===== src/rtl/hz_pkg.sv =====
package hz_pkg;

    localparam int NUM_OPS  = 2;
    localparam int NUM_PROD = 3;

    localparam int PROD_EX  = 0;
    localparam int PROD_MEM = 1;
    localparam int PROD_WB  = 2;

    localparam logic [1:0] MODE_FULL  = 2'b00;
    localparam logic [1:0] MODE_LOADS = 2'b01;

    typedef enum logic [1:0] {
        SRC_RF    = 2'b00,
        SRC_EXMEM = 2'b01,
        SRC_MEMWB = 2'b10
    } fwd_src_e;

    typedef struct packed {
        fwd_src_e sel_a;
        fwd_src_e sel_b;
    } sel_state_t;

    function automatic logic alu_path_on(input logic [1:0] mode);
        return mode == MODE_FULL;
    endfunction

    function automatic logic load_path_on(input logic [1:0] mode);
        return (mode == MODE_FULL) || (mode == MODE_LOADS);
    endfunction

endpackage


===== src/rtl/hz_dep_cmp.sv =====
module hz_dep_cmp #(
    parameter int REG_W = 5
) (
    input  logic [REG_W-1:0] src_i,
    input  logic [REG_W-1:0] dst_i,
    input  logic             we_i,
    output logic             hit_o
);

    // A producer only counts when it writes a real (non-zero) register.
    always_comb begin
        hit_o = we_i && (dst_i != '0) && (src_i == dst_i);
    end

endmodule


===== src/rtl/hz_src_check.sv =====
module hz_src_check
    import hz_pkg::*;
#(
    parameter int REG_W     = 5,
    parameter bit RF_BYPASS = 1'b0
) (
    input  logic [REG_W-1:0]                src_i,
    input  logic [1:0]                      mode_i,
    input  logic [NUM_PROD-1:0][REG_W-1:0]  dst_i,
    input  logic [NUM_PROD-1:0]             we_i,
    input  logic                            ex_load_i,
    input  logic                            mem_load_i,
    output logic                            need_stall_o,
    output fwd_src_e                        sel_o
);

    logic [NUM_PROD-1:0] hit;
    logic                ex_ok;
    logic                mem_ok;
    logic                stall_ex;
    logic                stall_mem;
    logic                stall_wb;

    for (genvar s = 0; s < NUM_PROD; s++) begin : g_cmp
        hz_dep_cmp #(
            .REG_W (REG_W)
        ) u_cmp (
            .src_i (src_i),
            .dst_i (dst_i[s]),
            .we_i  (we_i[s]),
            .hit_o (hit[s])
        );
    end

    // Writeback producer: only a hazard when the register file cannot pass
    // a same-cycle write through to the read, and no younger producer shadows it.
    if (RF_BYPASS) begin : g_wb_thru
        always_comb stall_wb = 1'b0;
    end else begin : g_wb_block
        always_comb stall_wb = hit[PROD_WB] && !hit[PROD_MEM] && !hit[PROD_EX];
    end

    always_comb begin
        // Producer in execute lands on the end-of-execute path next cycle;
        // a load has no data there yet.
        ex_ok  = !ex_load_i && alu_path_on(mode_i);
        // Producer in memory lands on the end-of-memory path next cycle.
        mem_ok = mem_load_i ? load_path_on(mode_i) : alu_path_on(mode_i);

        stall_ex  = hit[PROD_EX] && !ex_ok;
        stall_mem = hit[PROD_MEM] && !hit[PROD_EX] && !mem_ok;

        need_stall_o = stall_ex || stall_mem || stall_wb;

        if (hit[PROD_EX]) begin
            sel_o = SRC_EXMEM;
        end else if (hit[PROD_MEM]) begin
            sel_o = SRC_MEMWB;
        end else begin
            sel_o = SRC_RF;
        end
    end

endmodule


===== src/rtl/hz_bypass_unit.sv =====
module hz_bypass_unit
    import hz_pkg::*;
#(
    parameter int REG_W     = 5,
    parameter bit RF_BYPASS = 1'b0
) (
    input  logic             clk,
    input  logic             rst_n,
    input  logic [1:0]       mode_i,
    input  logic [REG_W-1:0] id_rs1_i,
    input  logic [REG_W-1:0] id_rs2_i,
    input  logic [REG_W-1:0] ex_rd_i,
    input  logic             ex_we_i,
    input  logic             ex_load_i,
    input  logic [REG_W-1:0] mem_rd_i,
    input  logic             mem_we_i,
    input  logic             mem_load_i,
    input  logic [REG_W-1:0] wb_rd_i,
    input  logic             wb_we_i,
    output logic [1:0]       fwd_a_o,
    output logic [1:0]       fwd_b_o,
    output logic             stall_o
);

    logic [NUM_OPS-1:0][REG_W-1:0]  srcs;
    logic [NUM_PROD-1:0][REG_W-1:0] dsts;
    logic [NUM_PROD-1:0]            wes;
    logic [NUM_OPS-1:0]             need;
    fwd_src_e                       nxt_sel [NUM_OPS];

    sel_state_t st_d;
    sel_state_t st_q;

    assign srcs = {id_rs2_i, id_rs1_i};
    assign dsts = {wb_rd_i, mem_rd_i, ex_rd_i};
    assign wes  = {wb_we_i, mem_we_i, ex_we_i};

    for (genvar op = 0; op < NUM_OPS; op++) begin : g_op
        hz_src_check #(
            .REG_W     (REG_W),
            .RF_BYPASS (RF_BYPASS)
        ) u_src (
            .src_i        (srcs[op]),
            .mode_i       (mode_i),
            .dst_i        (dsts),
            .we_i         (wes),
            .ex_load_i    (ex_load_i),
            .mem_load_i   (mem_load_i),
            .need_stall_o (need[op]),
            .sel_o        (nxt_sel[op])
        );
    end

    always_comb begin
        stall_o = |need;
        // A stalled decode sends a bubble into execute: its operands are unused.
        st_d.sel_a = stall_o ? SRC_RF : nxt_sel[0];
        st_d.sel_b = stall_o ? SRC_RF : nxt_sel[1];
    end

    always_ff @(posedge clk or negedge rst_n) begin
        if (!rst_n) begin
            st_q <= '{sel_a: SRC_RF, sel_b: SRC_RF};
        end else begin
            st_q <= st_d;
        end
    end

    assign fwd_a_o = st_q.sel_a;
    assign fwd_b_o = st_q.sel_b;

endmodule


===== config.mk =====
export PLATFORM = sky130hd
export DESIGN_NAME = hz_bypass_unit
export DESIGN_NICKNAME = d
export VERILOG_FILES = /design/src/rtl/hz_pkg.sv /design/src/rtl/hz_dep_cmp.sv /design/src/rtl/hz_src_check.sv /design/src/rtl/hz_bypass_unit.sv
export SDC_FILE = /design/constraint.sdc
export NUM_CORES = 1
export LEC_CHECK = 0
export ABC_AREA = 1
export BUFFER_PORTS_ARGS = -buffer_cell sky130_fd_sc_hd__buf_2
export CORE_MARGIN = 1.5
export CORE_UTILIZATION = 45
export CTS_BUF_LIST = sky130_fd_sc_hd__clkbuf_2 sky130_fd_sc_hd__clkbuf_4 sky130_fd_sc_hd__clkbuf_8
export DETAILED_ROUTE_END_ITERATION = 8
export GPL_TIMING_DRIVEN = 1
export PLACE_DENSITY = 0.79
export SLEW_MARGIN = 20
export SYNTH_ARGS = -nofsm -noshare
export SYNTH_HDL_FRONTEND = slang
export SYNTH_SLANG_ARGS = --single-unit

===== constraint.sdc =====
create_clock -name clk -period 1.26 [get_ports clk]
set_input_delay 0.189 -clock clk [delete_from_list [all_inputs] [get_ports clk]]
set_output_delay 0.189 -clock clk [all_outputs]
set_load 0.02 [all_outputs]

# After elaboration in Yosys (flattened, before gate mapping)
# Cells that the tools add are included.
# totals
register_bits,4
in_bits,34
word_cells,53
# op_classes
eq_ne,7
n_mux,7
n_reduce_logical,37
# op_table
op,n
5-bit == test,6
1-bit logical AND,20
5-bit nonzero test,3
2-bit 2-to-1 mux,6
1-bit zero test,7
1-bit logical OR,5
"2-bit by 1-bit == test with 1-bit output, second input constant",1
2-bit zero test,1
2-bit OR reduction,1
1-bit 2-to-1 mux,1

# Logic depth before layout (Yosys ltp)
# Gate-level depths: netlist of run 1.
# logic_depth
word_depth,10
mapped_depth,11
mapped_depth_nobuf,11

# Cells and area by module
# A second synthesis of run 1 with hierarchy kept.
# hier_totals
cells_unflattened,219
hier_area_um2,1017.2
# by_module_without_submodules
mod,instances,cells_per_inst,area_per_inst_um2
hz_dep_cmp,6,29,121.4
hz_bypass_unit,1,15,158.9
hz_src_check,2,15,65.1

# Worst setup path after synthesis of run 1
# No wires, ideal clock.
# synth_path
path_kind,input to output
start,input port id_rs1_i[1]
end,output port stall_o
t_arrival_ns,0.937
slack_ns,0.134
stages,10
path_buffers,0
cell_sequence,inv_1 -> nand2_1 -> nand2_1 -> nand2_1 -> nor2_2 -> nand3_2 -> nand3_1 -> nand2_1 -> nor2_2 -> nand2_2
# synth_via
elab_chain_len,8
elab_cells_between_ends,16
# synth_lines
item,line,rtl
start: declaration,hz_bypass_unit.sv:10,"input logic [REG_W-1:0] id_rs1_i,"
5-bit == test,hz_dep_cmp.sv:12,hit_o = we_i && (dst_i != '0) && (src_i == dst_i);
1-bit logical AND,hz_dep_cmp.sv:12,
1-bit zero test,"hz_src_check.sv:40, hz_src_check.sv:51",
1-bit logical AND (2 in a row),hz_src_check.sv:51,stall_mem = hit[PROD_MEM] && !hit[PROD_EX] && !mem_ok;
1-bit logical OR,hz_src_check.sv:53,need_stall_o = stall_ex || stall_mem || stall_wb;
1-bit logical OR (*),hz_src_check.sv:53,
2-bit OR reduction (*),hz_bypass_unit.sv:55,stall_o = |need;
end: declaration,hz_bypass_unit.sv:22,output logic stall_o
# Every way passes the cells marked *; elsewhere a longest branch is shown, timed or not.

# Worst setup path in the final report of run 1
# layout_path
start,input port id_rs2_i[3]
end,output port stall_o
# layout_via
elab_chain_len,8
elab_cells_between_ends,16
# layout_lines
item,line,rtl
start: declaration,hz_bypass_unit.sv:11,"input logic [REG_W-1:0] id_rs2_i,"
5-bit == test,hz_dep_cmp.sv:12,
1-bit logical AND,hz_dep_cmp.sv:12,
1-bit zero test,"hz_src_check.sv:40, hz_src_check.sv:51",
1-bit logical AND (2 in a row),hz_src_check.sv:51,
1-bit logical OR,hz_src_check.sv:53,
1-bit logical OR (*),hz_src_check.sv:53,
2-bit OR reduction (*),hz_bypass_unit.sv:55,
# Marks and branches as above.

==> results.md, run 1 <==
- Hold crit path type: input pin to async pin
- Number of nets in the synthesized netlist: 173
- Number of nets with antenna violations after detailed routing: 0
- Routing usage on met1: 29.1%
- Number of search-and-repair iterations in the first detailed-routing pass: 9
- Relative area change from synthesis to final layout: 61.6%
- Most Crowded Layer GR: met2
- Maximum capacitance violations: 0
- I/O pins: 39
- Proportion of netlist area held by the largest area contributor: 22.8%
- Average cell area after synthesis: 5.57 µm²
- # nets final: 228
- Area of the core: 1560 µm²
- Filler cell count: 120
- First element of the critical path: id_rs2_i[3]
- TritonCTS clock tree: yes
- Synth warn: 0
- Buffers & Inverters on Critical Path: 2
- Cts bufs inserted: 3
- Commonest cells post-synth: nand2_1, nor2_1, inv_1
- PD cells: 533 nW/µm²
- Via Count: 1,067
- Number of flops mapped to enable cells by yosys: 0
- Final setup violation count: 1
- Most used DFF post-synth: dfrtp_1
- Routed wire per std cell: 12.2 µm
- Flop and latch count out of synthesis: 4
- Worst slew margin relative to its limit: 75.0%
- Quantity of I/O buffers inserted on ports: 38
- Synth cell types: 16
- Kind of end point of the critical path: output port
- Total routing resource utilization after global routing: 26.2%
- Critical-path top delay cell: xor2_1
- Floorplan die area: 1980 µm²
- Maximum clock insertion buffer count: 2
- Worst EP arrival: 1.28 ns
- Worst Path Max Fanout: 4
- Average via count per standard cell: 5.13
- Number of rows in the core area: 14
- Effective utilization at floorplan: 49.7%
- Cells after synthesis: 139
- Wire length of the first global-routing pass: 3840 µm
- Met2 usage in global routing: 49.3%
- Post-route worst setup slack: -0.213 ns
- Share of the clock period used by the worst path after layout: 117%
- CP Launch Type: input pin
- Leading post-synthesis cells by cell area: nand2_1, xnor2_1, dfrtp_1
- Maximum frequency from static timing analysis: 0.679 GHz
- Unrepaired setup endpoints after global routing: yes
- Clock Tree Root: clkbuf_4
- Iteration-0 DRC Markers: 26
- Worst IR Drop VDD: 0.278 mV
- Sequence of cells on the critical path: buf_4 > xor2_1 > nor2_2 > nand3_2 > nand3_2 > nand2_2 > nor2_2 > nand2_2 > buf_6
- H-tree depth: 1
- Initial antenna violation count: 0
- Critical Setup Path Class: input pin to output port
- Leak Pwr: 0.704 nW
- Clock transition at the registers of the reported paths: 0.04 ns
- Grt total ovfl: 0
- Number of global-route vias before repair: 973
- Maximum number of pins on one net before global-route repair: 5
- Vert. Die Dim: 44.5 µm
- Post-synth design cell area: 774 µm²
- Kind of cell adding the most delay to the critical path: simple AND/OR/NAND/NOR gates
- Post-route DRC violation count: 2
- Antenna Cells: 0
- Cell Count Post-Placement: 201
- FFs w/ async S/R, synth: 100%
- Minimum clock period after layout: 1.47 ns
- Count of placed standard cells in the final layout, fillers left out: 208
- Fin. Hold Viols: 0
- Failing checks: DRC, setup timing
- Met3 demand-to-capacity share in global routing: 3.27%
- Layout cell share with drive strength beyond 1: 46.4%
- Die boundary width: 44.5 µm
- Slew Viols, Final: 0
- Minimum setup slack after placement: -0.220 ns
- Total half-perimeter wirelength after legalization and detailed placement: 1900 µm
- Library cell occupying the most area in the post-synthesis netlist: nand2_1
- Worst-margin pin slew: 0.375 ns
- Worst Path Required: 1.07 ns
- Maximum cell stage delay along the critical path: 0.17 ns
- Part of the Yosys area used for sequential elements: 12.9%
- Most frequently used cell type in the post-synthesis netlist: nand2_1
- Total detailed-routing wirelength: 2540 µm
- TritonCTS Sinks: 4
- RePlAce Congestion: 0.870
- Outcome: finished, violations left
-- state kept, by name (all words and copies together), names as in the netlist --
signal / flops
fwd_a_o: 2
fwd_b_o: 2
-- what timing repair did --
| action | in CTS | in global routing |
|---|---|---|
| endpoints found under the hold margin | 4 | 0 |
| endpoints found under the setup margin | 1 | 5 |
| resized for setup | 14 | 31 |
| buffers inserted | 1 | 2 |
| gates cloned | 0 | 0 |
| pin swaps | 9 | 16 |
| hold buffers | 1 | 0 |
-- cells by family (layout without fill, tap and decap cells) --
family	Yosys count	count (layout)	share of synthesized area, %
AND/OR/NAND/NOR	94	94	54.8
XOR/XNOR	19	19	21.5
AO/OA/AOI/OAI	1	1	0.646
buffers and inverters	21	74	10.2
flip-flops	4	4	12.9
-- where the power goes --
group | internal (mW) | switching (mW) | total (mW)
registers | 0.132 | 0.000570 | 0.132
clock network | 0.107 | 0.0583 | 0.165
logic | 0.171 | 0.198 | 0.369
-- cell type report --
cell class	instances	area [µm²]	share of cell area (%)
Multi-Input combinational cell	114	691	55.2
Inverter	21	81.3	6.50
Clock buffer	3	22.5	1.80
Timing Repair Buffer	50	337	26.9
Sequential cell	4	100	8.00
Tap cell	16	20.0	1.60
-- final timing paths --
| check | endpoint | cells after the start |
|---|---|---|
| setup / recovery | stall_o | 9 |
| hold / removal | fwd_b_o[0]$_DFF_PN0_ | 2 |
| max in group asynchronous | fwd_a_o[1]$_DFF_PN0_ | 2 |
| min in group clk | fwd_a_o[0]$_DFF_PN0_ | 6 |
-- cells in the final DEF, fill, tap and decap left out, drive strengths merged --
cell,netlist,routed
buf,0,49
nand2,48,48
nor2,26,26
inv,21,21
xnor2,13,13
nand3,11,11
xor2,6,6
dfrtp,4,4
nor3,4,4
nand4,3,3
clkbuf,0,3
nand3b,2,2
a21oi,1,1
dlygate4sd3,0,1
-- per-layer routing --
layer | vias up | share of wire (%)
met2 | 53 | 51
met3 | 9 | 7.0
li1 | 535 | -
met4 | 0 | 2.8
met1 | 470 | 39
met5 | - | 0
-- metrics by stage --
stage / setup TNS [ns] / hold slack (ns) / utilization, % / area [µm²] / power (mW)
floorplan: 0 / -0.107 / - / 774 / 0.295
global placement: -0.518 / -0.00908 / 67.0 / 1040 / 0.414
detailed placement: -0.917 / -0.00121 / 67.0 / 1040 / 0.424
CTS: -0.173 / 0.289 / 73.0 / 1140 / 0.613
global route: -0.340 / 0.293 / 80.3 / 1250 / 0.703
finish: -0.213 / 0.278 / 80.3 / 1250 / 0.666
(Power assumes the default switching activity.)
==> run 2, diff against run 1 <==
CORE_UTILIZATION = 30   (was 45)
PLACE_DENSITY = 0.57   (was 0.79)
==> run 2 against run 1 <==
  * The flow finishes with violations (setup timing)
  * Worst setup slack better by 0.040 ns
  * Worst hold slack better by 0.019 ns
  * Critical path depth is 1 higher
  * Die area up 46%
  * Cell count grew 7.2%
  * Critical path type unchanged
  * Highest routed layer unchanged
  * Sequential power about the same
==> results.md, run 2 (synthesized netlist as in run 1, its figures left out) <==
- Unrepaired setup endpoints after global routing: yes
- Relative area change from synthesis to final layout: 70.6%
- Layout cell share with drive strength beyond 1: 52.8%
- Final setup violation count: 1
- Grt total ovfl: 0
- Worst slew margin relative to its limit: 75.8%
- Cts bufs inserted: 3
- Clock transition at the registers of the reported paths: 0.04 ns
- Outcome: finished, violations left
- PD cells: 492 nW/µm²
- Antenna Cells: 0
- Quantity of I/O buffers inserted on ports: 38
- Floorplan die area: 2900 µm²
- Area of the core: 2450 µm²
- Worst Path Required: 1.07 ns
- Die boundary width: 53.8 µm
- Total design power: 0.650 mW
- # nets final: 229
- Share of the clock period used by the worst path after layout: 114%
- Number of search-and-repair iterations in the first detailed-routing pass: 4
- Worst Path Max Fanout: 4
- I/O pins: 39
- H-tree depth: 1
- Routed wire per std cell: 10.3 µm
- Initial antenna violation count: 0
- Leak Pwr: 0.725 nW
- Minimum setup slack after placement: -0.191 ns
- Post-place instance area: 1070 µm²
- Total detailed-routing wirelength: 2290 µm
- Total routing resource utilization after global routing: 16.4%
- Final Hold Slack: 0.297 ns
- Clock Tree Root: clkbuf_4
- Slew Viols, Final: 0
- Worst-margin pin slew: 0.363 ns
- Post-route cell area: 1320 µm²
- Hold crit path type: input pin to async pin
- Number of rows in the core area: 18
- Number of nets with antenna violations after detailed routing: 0
- Via Count: 1,014
- Average via count per standard cell: 4.55
- Worst IR Drop VDD: 0.341 mV
- Iteration-0 DRC Markers: 22
- Effective utilization at floorplan: 31.5%
- Most frequent cells in the layout: nand2_1, buf_2, nor2_1
- Minimum clock period after layout: 1.43 ns
- Maximum frequency from static timing analysis: 0.698 GHz
- Critical Setup Path Class: input pin to output port
- CP Launch Type: input pin
- Kind of end point of the critical path: output port
- Maximum number of pins on one net before global-route repair: 5
- Failing checks: setup timing
- TritonCTS Sinks: 4
- Total half-perimeter wirelength after legalization and detailed placement: 1830 µm
- Wire length of the first global-routing pass: 3620 µm
- Most common cell after layout, fill and taps aside: nand2_1
- Vert. Die Dim: 53.8 µm
- Number of global-route vias before repair: 927
- Maximum capacitance violations: 0
- TritonCTS clock tree: yes
- Post-route worst setup slack: -0.173 ns
- Worst EP arrival: 1.24 ns
- Fin. Hold Viols: 0
- Maximum clock insertion buffer count: 2
- Post-route DRC violation count: 0
- Setup TNS: -0.173 ns
- Filler cell count: 237
- RePlAce Congestion: 0.812
==> run 2: layout make-up <==
class | count | area [µm²] | area share, %
tap | 30 | 37.5 | 2.84
sequential | 4 | 100 | 7.58
clock buffer | 3 | 22.5 | 1.70
multi-input combinational | 114 | 701 | 53.0
timing repair buffer | 51 | 377 | 28.5
inverter | 21 | 83.8 | 6.34
==> run 2: routing by layer <==
layer	share of wire (%)	wire (µm)	global-route usage, %
met1	43	985	20.4
met5	0	0	0
met4	0.57	13	2.56
met3	3.8	88	0.833
met2	52	1200	30.9
==> run 2: what timing repair did <==
item	4_1_cts	5_1_grt
endpoints found under the setup margin	1	5
endpoints found under the hold margin	4	0
gates resized for setup	7	61
hold buffers	1	0
setup buffers	3	2
pin swaps	6	37
==> run 2: stage by stage <==
| step | instances | util [%] |
|---|---|---|
| floorplan | 139 | - |
| global placement | 216 | 43.6 |
| detailed placement | 216 | 43.6 |
| CTS | 223 | 46.6 |
| global route | 223 | 53.8 |
| finish | 223 | 53.8 |
==> run 2: worst max-delay path, stage by stage <==
cell	delay (ns)
buf_8	0.11
xnor2_2	0.13
nand2_1	0.08
nor2_2	0.14
nand3_2	0.14
nand3_2	0.09
nand2_2	0.05
nor2_2	0.11
nand2_2	0.07
buf_6	0.13
==> run 2: worst paths after layout <==
path / start / to / slack (ns) / depth (start not counted)
max in group asynchronous: rst_n / fwd_a_o[1]$_DFF_PN0_ / 0.85 / 2
min in group clk: ex_load_i / fwd_a_o[1]$_DFF_PN0_ / 0.43 / 6
worst min-delay path: rst_n / fwd_b_o[1]$_DFF_PN0_ / 0.30 / 2
worst max-delay path: id_rs2_i[0] / stall_o / -0.17 / 10
==> run 2: power breakdown <==
part | switching, mW | internal, mW
sequential | 0.000466 | 0.132
combinational | 0.188 | 0.179
clock | 0.0450 | 0.106
total | 0.234 | 0.417
